[src/rtl/pinbank_pkg.sv]
package pinbank_pkg;
  localparam int ADDR_W = 4;
  localparam int BUS_W  = 32;

  typedef enum logic [ADDR_W-1:0] {
    RG_REV      = 4'h0,
    RG_CTRL     = 4'h1,
    RG_DIR      = 4'h2,
    RG_DIN      = 4'h3,
    RG_DOUT     = 4'h4,
    RG_DOUT_SET = 4'h5,
    RG_DOUT_CLR = 4'h6,
    RG_DET_LO   = 4'h7,
    RG_DET_HI   = 4'h8,
    RG_DET_RISE = 4'h9,
    RG_DET_FALL = 4'hA,
    RG_STAT     = 4'hB,
    RG_IEN      = 4'hC,
    RG_IEN_SET  = 4'hD,
    RG_IEN_CLR  = 4'hE,
    RG_WAKE     = 4'hF
  } reg_sel_e;
endpackage

[src/rtl/pinbank_sync.sv]
module pinbank_sync #(
  parameter int WIDTH  = 32,
  parameter int STAGES = 2
) (
  input  logic             clk_i,
  input  logic             rst_i,
  input  logic             en_i,
  input  logic [WIDTH-1:0] d_i,
  output logic [WIDTH-1:0] q_o,
  output logic [WIDTH-1:0] q_dly_o
);
  logic [WIDTH-1:0] stg [STAGES];

  always_ff @(posedge clk_i) begin
    if (rst_i) begin
      for (int k = 0; k < STAGES; k++) stg[k] <= '0;
      q_dly_o <= '0;
    end else if (en_i) begin
      stg[0] <= d_i;
      for (int k = 1; k < STAGES; k++) stg[k] <= stg[k-1];
      q_dly_o <= stg[STAGES-1];
    end
  end

  assign q_o = stg[STAGES-1];
endmodule

[src/rtl/pinbank_detect.sv]
module pinbank_detect #(
  parameter int WIDTH = 32
) (
  input  logic             run_i,
  input  logic [WIDTH-1:0] cur_i,
  input  logic [WIDTH-1:0] prev_i,
  input  logic [WIDTH-1:0] en_lo_i,
  input  logic [WIDTH-1:0] en_hi_i,
  input  logic [WIDTH-1:0] en_rise_i,
  input  logic [WIDTH-1:0] en_fall_i,
  output logic [WIDTH-1:0] ev_o
);
  for (genvar i = 0; i < WIDTH; i++) begin : g_pin
    logic lvl_lo, lvl_hi, edg_up, edg_dn;
    assign lvl_lo = en_lo_i[i]   & ~cur_i[i];
    assign lvl_hi = en_hi_i[i]   &  cur_i[i];
    assign edg_up = en_rise_i[i] &  cur_i[i] & ~prev_i[i];
    assign edg_dn = en_fall_i[i] & ~cur_i[i] &  prev_i[i];
    assign ev_o[i] = run_i & (lvl_lo | lvl_hi | edg_up | edg_dn);
  end
endmodule

[src/rtl/pinbank_irq.sv]
module pinbank_irq
  import pinbank_pkg::*;
#(
  parameter int NPINS     = 32,
  parameter int SYNC_DEPTH = 2,
  parameter int REV_MAJOR = 2,
  parameter int REV_MINOR = 1
) (
  input  logic              clk_i,
  input  logic              rst_i,
  input  logic [ADDR_W-1:0] addr_i,
  input  logic              wr_en_i,
  input  logic [BUS_W-1:0]  wr_data_i,
  output logic [BUS_W-1:0]  rd_data_o,
  input  logic [NPINS-1:0]  pin_in_i,
  output logic [NPINS-1:0]  pin_out_o,
  output logic [NPINS-1:0]  pin_oe_o,
  output logic              irq_o,
  output logic              wake_o
);
  localparam logic [7:0] REV_WORD = {4'(REV_MAJOR), 4'(REV_MINOR)};

  logic             gate_q;
  logic [NPINS-1:0] dir_q, dout_q, lo_q, hi_q, rise_q, fall_q;
  logic [NPINS-1:0] stat_q, ien_q, wake_en_q;
  logic [NPINS-1:0] pin_s, pin_d, ev;
  logic [NPINS-1:0] wd, stat_clr;
  logic             run;
  logic [BUS_W-1:0] rd_mux;

  assign run = ~gate_q;
  assign wd  = wr_data_i[NPINS-1:0];
  assign stat_clr = (wr_en_i && addr_i == RG_STAT) ? wd : '0;

  pinbank_sync #(.WIDTH(NPINS), .STAGES(SYNC_DEPTH)) u_sync (
    .clk_i   (clk_i),
    .rst_i   (rst_i),
    .en_i    (run),
    .d_i     (pin_in_i),
    .q_o     (pin_s),
    .q_dly_o (pin_d)
  );

  pinbank_detect #(.WIDTH(NPINS)) u_det (
    .run_i     (run),
    .cur_i     (pin_s),
    .prev_i    (pin_d),
    .en_lo_i   (lo_q),
    .en_hi_i   (hi_q),
    .en_rise_i (rise_q),
    .en_fall_i (fall_q),
    .ev_o      (ev)
  );

  always_comb begin
    rd_mux = '0;
    case (addr_i)
      RG_REV:      rd_mux = BUS_W'(REV_WORD);
      RG_CTRL:     rd_mux = BUS_W'(gate_q);
      RG_DIR:      rd_mux = BUS_W'(dir_q);
      RG_DIN:      rd_mux = BUS_W'(pin_s);
      RG_DOUT:     rd_mux = BUS_W'(dout_q);
      RG_DET_LO:   rd_mux = BUS_W'(lo_q);
      RG_DET_HI:   rd_mux = BUS_W'(hi_q);
      RG_DET_RISE: rd_mux = BUS_W'(rise_q);
      RG_DET_FALL: rd_mux = BUS_W'(fall_q);
      RG_STAT:     rd_mux = BUS_W'(stat_q);
      RG_IEN:      rd_mux = BUS_W'(ien_q);
      RG_WAKE:     rd_mux = BUS_W'(wake_en_q);
      default:     rd_mux = '0;
    endcase
  end

  always_ff @(posedge clk_i) begin
    if (rst_i) begin
      gate_q    <= 1'b0;
      dir_q     <= '1;
      dout_q    <= '0;
      lo_q      <= '0;
      hi_q      <= '0;
      rise_q    <= '0;
      fall_q    <= '0;
      stat_q    <= '0;
      ien_q     <= '0;
      wake_en_q <= '0;
      irq_o     <= 1'b0;
      wake_o    <= 1'b0;
      rd_data_o <= '0;
    end else begin
      if (wr_en_i) begin
        case (addr_i)
          RG_CTRL:     gate_q    <= wr_data_i[0];
          RG_DIR:      dir_q     <= wd;
          RG_DOUT:     dout_q    <= wd;
          RG_DOUT_SET: dout_q    <= dout_q | wd;
          RG_DOUT_CLR: dout_q    <= dout_q & ~wd;
          RG_DET_LO:   lo_q      <= wd;
          RG_DET_HI:   hi_q      <= wd;
          RG_DET_RISE: rise_q    <= wd;
          RG_DET_FALL: fall_q    <= wd;
          RG_IEN:      ien_q     <= wd;
          RG_IEN_SET:  ien_q     <= ien_q | wd;
          RG_IEN_CLR:  ien_q     <= ien_q & ~wd;
          RG_WAKE:     wake_en_q <= wd;
          default: ;
        endcase
      end
      // a fresh event outranks a same-cycle clear
      stat_q    <= (stat_q & ~stat_clr) | ev;
      irq_o     <= |(stat_q & ien_q);
      wake_o    <= |(ev & wake_en_q);
      rd_data_o <= rd_mux;
    end
  end

  assign pin_out_o = dout_q;
  assign pin_oe_o  = ~dir_q;
endmodule

[config.mk]
export PLATFORM = sky130hd
export DESIGN_NAME = pinbank_irq
export DESIGN_NICKNAME = d
export VERILOG_FILES = /design/src/rtl/pinbank_pkg.sv /design/src/rtl/pinbank_sync.sv /design/src/rtl/pinbank_detect.sv /design/src/rtl/pinbank_irq.sv
export SDC_FILE = /design/constraint.sdc
export NUM_CORES = 1
export LEC_CHECK = 0
export BUFFER_PORTS_ARGS = -buffer_cell sky130_fd_sc_hd__buf_2
export CAP_MARGIN = 25
export CELL_PAD_IN_SITES_DETAIL_PLACEMENT = 1
export CELL_PAD_IN_SITES_GLOBAL_PLACEMENT = 1
export CORE_MARGIN = 3
export CORE_UTILIZATION = 35
export DETAILED_ROUTE_END_ITERATION = 10
export PLACE_DENSITY_LB_ADDON = 0.1
export SYNTH_ARGS = -nofsm -noshare
export SYNTH_HDL_FRONTEND = slang
export SYNTH_SLANG_ARGS = --single-unit
[constraint.sdc]
create_clock -name clk_i -period 7 [get_ports clk_i]
set_input_delay 0.35 -clock clk_i [delete_from_list [all_inputs] [get_ports clk_i]]
set_output_delay 0.35 -clock clk_i [all_outputs]
set_load 0.05 [all_outputs]
Yosys cells after proc, flatten, opt, wreduce, memory -nomap -nowiden
Memories as Yosys holds them, arrays and structs flattened.
Cells that the tools add are included.
{"block": "totals", "memories": 1, "ramBits": 64, "word_cells": 454, "out_inout_bits": 98, "regBits": 355}
{"name": "u_sync.stg", "words": 2, "width": 32, "rd": 2, "rd_clocked_by_memory_dff": 0, "write_ports": 2, "line_no": "pinbank_sync.sv:12", "rtl": "logic [WIDTH-1:0] stg [STAGES];"}
{"block": "classes", "reduce_logical": 15, "muxes": 11, "n_eq_ne": 15, "bitwise_logic": 398}
{"operator": "32-bit case mux with 12 select lines", "count": 1}
{"operator": "1-bit AND", "count": 224}
{"operator": "32-bit case mux with 3 select lines", "count": 2}
{"operator": "32-bit AND", "count": 5}
{"operator": "1-bit bitwise OR", "count": 98}
{"operator": "32-bit 2-to-1 mux", "count": 3}
{"operator": "32-bit inverter", "count": 3}
{"operator": "32-bit bitwise OR", "count": 3}
{"operator": "1-bit inverter", "count": 65}
{"operator": "32-bit OR reduction", "count": 2}
{"operator": "4-bit == test (second input constant)", "count": 8}
{"operator": "2-bit AND reduction", "count": 9}
{"operator": "4-bit by 3-bit == test with 1-bit output (second input constant)", "count": 4}
{"operator": "4-bit by 2-bit == test with 1-bit output (second input constant)", "count": 2}
{"operator": "3-bit nonzero test", "count": 2}
{"operator": "1-bit 2-to-1 mux", "count": 5}
{"operator": "4-bit by 1-bit == test with 1-bit output (second input constant)", "count": 1}
{"operator": "4-bit logical NOT", "count": 1}
{"operator": "1-bit logical AND", "count": 1}

Depth between registers and ports, before layout
{"block": "depth", "ltp_word": 8, "depth_mapped": 8}

By module
From an unflattened synthesis, not the netlist that was laid out.
{"block": "hier_totals", "hier_cells": 2087, "hier_area_um2": 18318.8}
{"mod": "pinbank_irq", "seq_area_each_um2": 6466.2, "cells_per_inst": 1683, "instances": 1, "area_each_um2": 13573.0}
{"mod": "pinbank_sync", "seq_area_each_um2": 2562.5, "cells_per_inst": 273, "instances": 1, "area_each_um2": 3788.6}
{"mod": "pinbank_detect", "seq_area_each_um2": 0.0, "cells_per_inst": 131, "instances": 1, "area_each_um2": 957.2}

Least setup slack after synthesis
OpenSTA, ideal clock, no wires.
{"block": "synth_timing", "path_kind": "input to register", "from": "input port rst_i", "to": "memory u_sync.stg[0][0], enable pin", "setup_ps": 433, "cell_stages": 3, "t_arrival_ps": 2463, "required_time_ps": 6567, "path_slack_ps": 4105, "cell_sequence": "clkbuf_1 > clkbuf_1 > nand2b_1"}
{"element": "from (decl)", "line_no": "pinbank_irq.sv:10", "rtl": "input logic rst_i,"}
{"element": "to (decl)", "line_no": "pinbank_sync.sv:12"}

Final worst setup path
{"block": "layout_timing", "from": "input port addr_i[1]", "to": "register dir_q[23]"}
{"block": "layout_via", "elab_chain_len": 2}
{"element": "from (decl)", "line_no": "pinbank_irq.sv:11", "rtl": "input logic [ADDR_W-1:0] addr_i,"}
{"element": "4-bit by 2-bit == test with 1-bit output", "line_no": "pinbank_irq.sv:91", "rtl": "case (addr_i)"}
{"element": "2-bit AND reduction (no line)"}
{"element": "to (signal assigned)", "line_no": "pinbank_irq.sv:93", "rtl": "RG_DIR: dir_q <= wd;"}
{"element": "to (decl)", "line_no": "pinbank_irq.sv:24", "rtl": "logic [NPINS-1:0] dir_q, dout_q, lo_q, hi_q, rise_q, fall_q;"}
No other way between the ends.
A chain may end at the register's enable or synchronous reset.

==> impl_metrics.py <==
metrics = {
    "run_status": {
        "status": "finished clean",
    },
    "floorplan": {
        "rows": 82,
        "chipWidth_um": 232.3,
        "initial_utilization": 0.3559,
        "die_h_um": 232.3,
        "dieArea_um2": 53970,
        "core_um2": 50380,
        "io_pins": 169,
    },
    "cts": {
        "cts_buffer_depth": 3,
        "cts-root-buf": "clkbuf_16",
        "htreeDepth": 2,
        "clkTransAtPathRegs_ns": 0.06,
        "clk-insertion-delay-late_ns": 0.59,
        "cts_resized": 0,
        "cts_hold_buf": 0,
        "cts_tree": "built",
        "cts_buffers": 48,
        "cts_sinks": 419,
        "post_cts_buffers": 0,
    },
    "sta": {
        "hold_viol": 0,
        "hold_slack_ns": 0.03267,
        "tightest_slew_ns": 1.097,
        "fmax_ghz": 0.3249,
        "setup_tns_ns": 0,
        "rsz0062_at_grt": "no",
        "setup_viol": 0,
        "fin_crit_sh": 0.4397,
        "skew_ns": 0.01660,
        "min_period_ns": 3.078,
        "max_slew_margin": 0.2688,
        "final_max_slew_viol_count": 0,
    },
    "synth": {
        "synth_edf_count": 64,
        "ys_seq_area_frac": 0.5036,
        "synth_xor_area_frac": 0,
        "synthTopCellsByArea": "dfxtp_1, edfxtp_1, nand2_1",
        "syn_area_um2": 17930,
        "syn_nets": 2119,
        "synthFlopType": "dfxtp_1",
        "yosysMostFrequentCell": "nand2_1",
        "yosys-top-cells-count": "nand2_1, dfxtp_1, a21oi_1",
        "avgSynthCellArea_um2": 8.754,
        "ys_warn_count": 0,
        "synth_top_family_by_area": "compound AO/OA/AOI/OAI gates",
        "synth_simple_gate_area_frac": 0.1619,
        "synth_fa_ha_area_frac": 0,
        "ys_types": 51,
        "yosys.area.top_type": "dfxtp_1",
        "async_flop_share": 0,
        "synth-compound-area-share": 0.2573,
        "muxShareOfSynthArea": 0.01898,
        "postSynthCellCount": 2048,
        "synth_seq_cells": 419,
        "synth_top_area_share": 0.3964,
    },
    "setup_path": {
        "startpoint_type": "input port",
        "crit_type": "in2reg",
        "reg2regPathDepth": 5,
        "worstPathRequired_ns": 7.48,
        "crit_start": "addr_i[1]",
        "critPathSlowestCell": "and2_2",
        "critical-path-max-stage-delay_ns": 0.78,
        "cp_common_cell": "buf_4",
        "cp_cell_sequence": "buf_2 > nand2b_4 > nor3_4 > buf_4 > and2_2 > buf_4 > nor2_1 > a211o_1",
        "reg2reg_to": "wake_o$_SDFF_PP0_",
        "r2r_slack_ns": 4.00,
        "crit_fanout": 35,
        "path_delay_family": "simple AND/OR/NAND/NOR gates",
        "path_buf_inv": 3,
        "end_kind": "flop",
        "r2r-start": "gate_q$_SDFFE_PP0P_",
        "worstPathArrival_ns": 3.56,
    },
    "drt": {
        "routed_wl_um": 73660,
        "drt_iter0_markers": 1313,
        "detail-route-antenna-nets": 0,
        "drt-wirelength-per-cell_um": 26.11,
        "drc": 0,
        "dr_total_vias": 16436,
        "drt_pass1_iterations": 8,
        "drt-vias-per-instance": 5.826,
    },
    "global_routing": {
        "grt.overflow.total": 0,
        "grt-busiest-layer": "met2",
        "grt_pass1_vias": 16426,
        "grt_use_total": 0.2677,
        "grt_use_met2": 0.4487,
        "globalRouteMet1Util": 0.3460,
        "grt_antenna_before_repair": 3,
        "grt_max_degree": 187,
        "grt_pass1_wl_um": 108200,
        "grt_use_met3": 0.04428,
    },
    "placed_design": {
        "dpl.hpwl_um": 45120,
        "gp_congestion": 0.8210,
        "numPortBuffers": 168,
    },
    "cells_and_area": {
        "final_core_util": 0.4152,
        "filler_cell_count": 5871,
        "drive_gt1_frac": 0.1470,
        "antenna_cells": 0,
        "nNetsFinal": 2182,
        "area_growth_pct": 16.66,
    },
    "min_path": {
        "holdCritStartpoint": "pin_in_i[16]",
        "hold_path_depth": 2,
        "hold_class": "in2reg",
        "hold_end": "u_sync.stg[0][16]$_SDFFCE_PN0P_",
    },
    "pwr": {
        "pwr_density_cell_nw_per_um2": 272.6,
        "leakage_nw": 7.543,
        "total_power_mw": 5.702,
        "max-vdd-ir-drop_mv": 0.1545,
    },
    "run": {
        "max_cap_viol_count": 0,
    },
}
==> per-stage QoR <==
stage               cells  worst slack, ns  area (µm²)
floorplan            2048            4.105       17930
global placement     2726            3.444       19070
detailed placement   2731            3.357       19160
CTS                  2819            3.993       20870
global route         2821            3.787       20910
finish               2821            3.922       20910
==> worst max path at each step <==
stage,endpoint,slack [ns],depth (start not counted)
5_1_grt,dir_q[23]$_SDFFE_PP1P_,3.79,8
3_5_place_dp,dir_q[17]$_SDFFE_PP1P_,3.36,8
6_report,dir_q[23]$_SDFFE_PP1P_,3.92,8
3_3_place_gp,dir_q[18]$_SDFFE_PP1P_,3.44,8
4_1_cts,dir_q[17]$_SDFFE_PP1P_,3.99,8
2_1_floorplan,u_sync.stg[0][0]$_SDFFCE_PN0P_,4.10,3
==> routing by layer <==
layer,vias to the layer above,share of wire
met1,8370,0.43
met4,4,0.035
met2,551,0.48
met5,-,0.00037
li1,7372,-
met3,139,0.060
==> report_power, final <==
part           leakage (nW)  internal, mW  switching, mW
sequential             3.63          2.51         0.0651
clock                 0.852          1.67           1.06
combinational          3.06         0.107          0.284
==> layout make-up <==
cell class / count / area, µm² / area share
timing repair buffer: 198 / 1167 / 0.05582
inverter: 60 / 225.2 / 0.01077
clock inverter: 16 / 234.0 / 0.01119
multi-input combinational: 1384 / 7940 / 0.3797
clock buffer: 72 / 1474 / 0.07048
tap: 672 / 840.8 / 0.04020
sequential: 419 / 9032 / 0.4319
==> cell families after synthesis <==
family / count (synthesis)
mux: 34
flops: 419
buf+inv: 245
simple gates: 661
compound gates: 689
==> layout by cell type (no fill, tap or decap), types with 5 or more instances in the layout <==
cell,instances
a211oi_1,36
buf_4,22
buf_2,167
a21boi_0,13
dfxtp_1,354
nand2_2,5
nor3_4,5
a211o_1,37
buf_12,6
bufinv_16,6
clkbuf_1,8
a21oi_1,241
nand2b_1,34
mux2i_1,34
nand4_1,5
a2111oi_0,7
a31oi_1,32
a22oi_1,43
a221oi_2,5
clkbuf_8,14
inv_1,59
clkbuf_16,50
o21ba_2,8
o21ai_0,98
nor2b_1,15
nor2_1,93
a22o_1,69
nand2_1,412
edfxtp_1,64
and2_1,68
a311oi_1,17
clkinv_2,7
a221oi_1,61
==> registers in the layout (all words and copies together) (netlist names) <==
register        cells
rise_q             32
u_sync.stg         64
ien_q              32
irq_o               1
u_sync.q_dly_o     32
stat_q             32
wake_en_q          32
pin_out_o          32
hi_q               32
gate_q              1
fall_q             32
lo_q               32
wake_o              1
dir_q              32
rd_data_o          32
No activity file was read; power rests on OpenSTA's default activity.
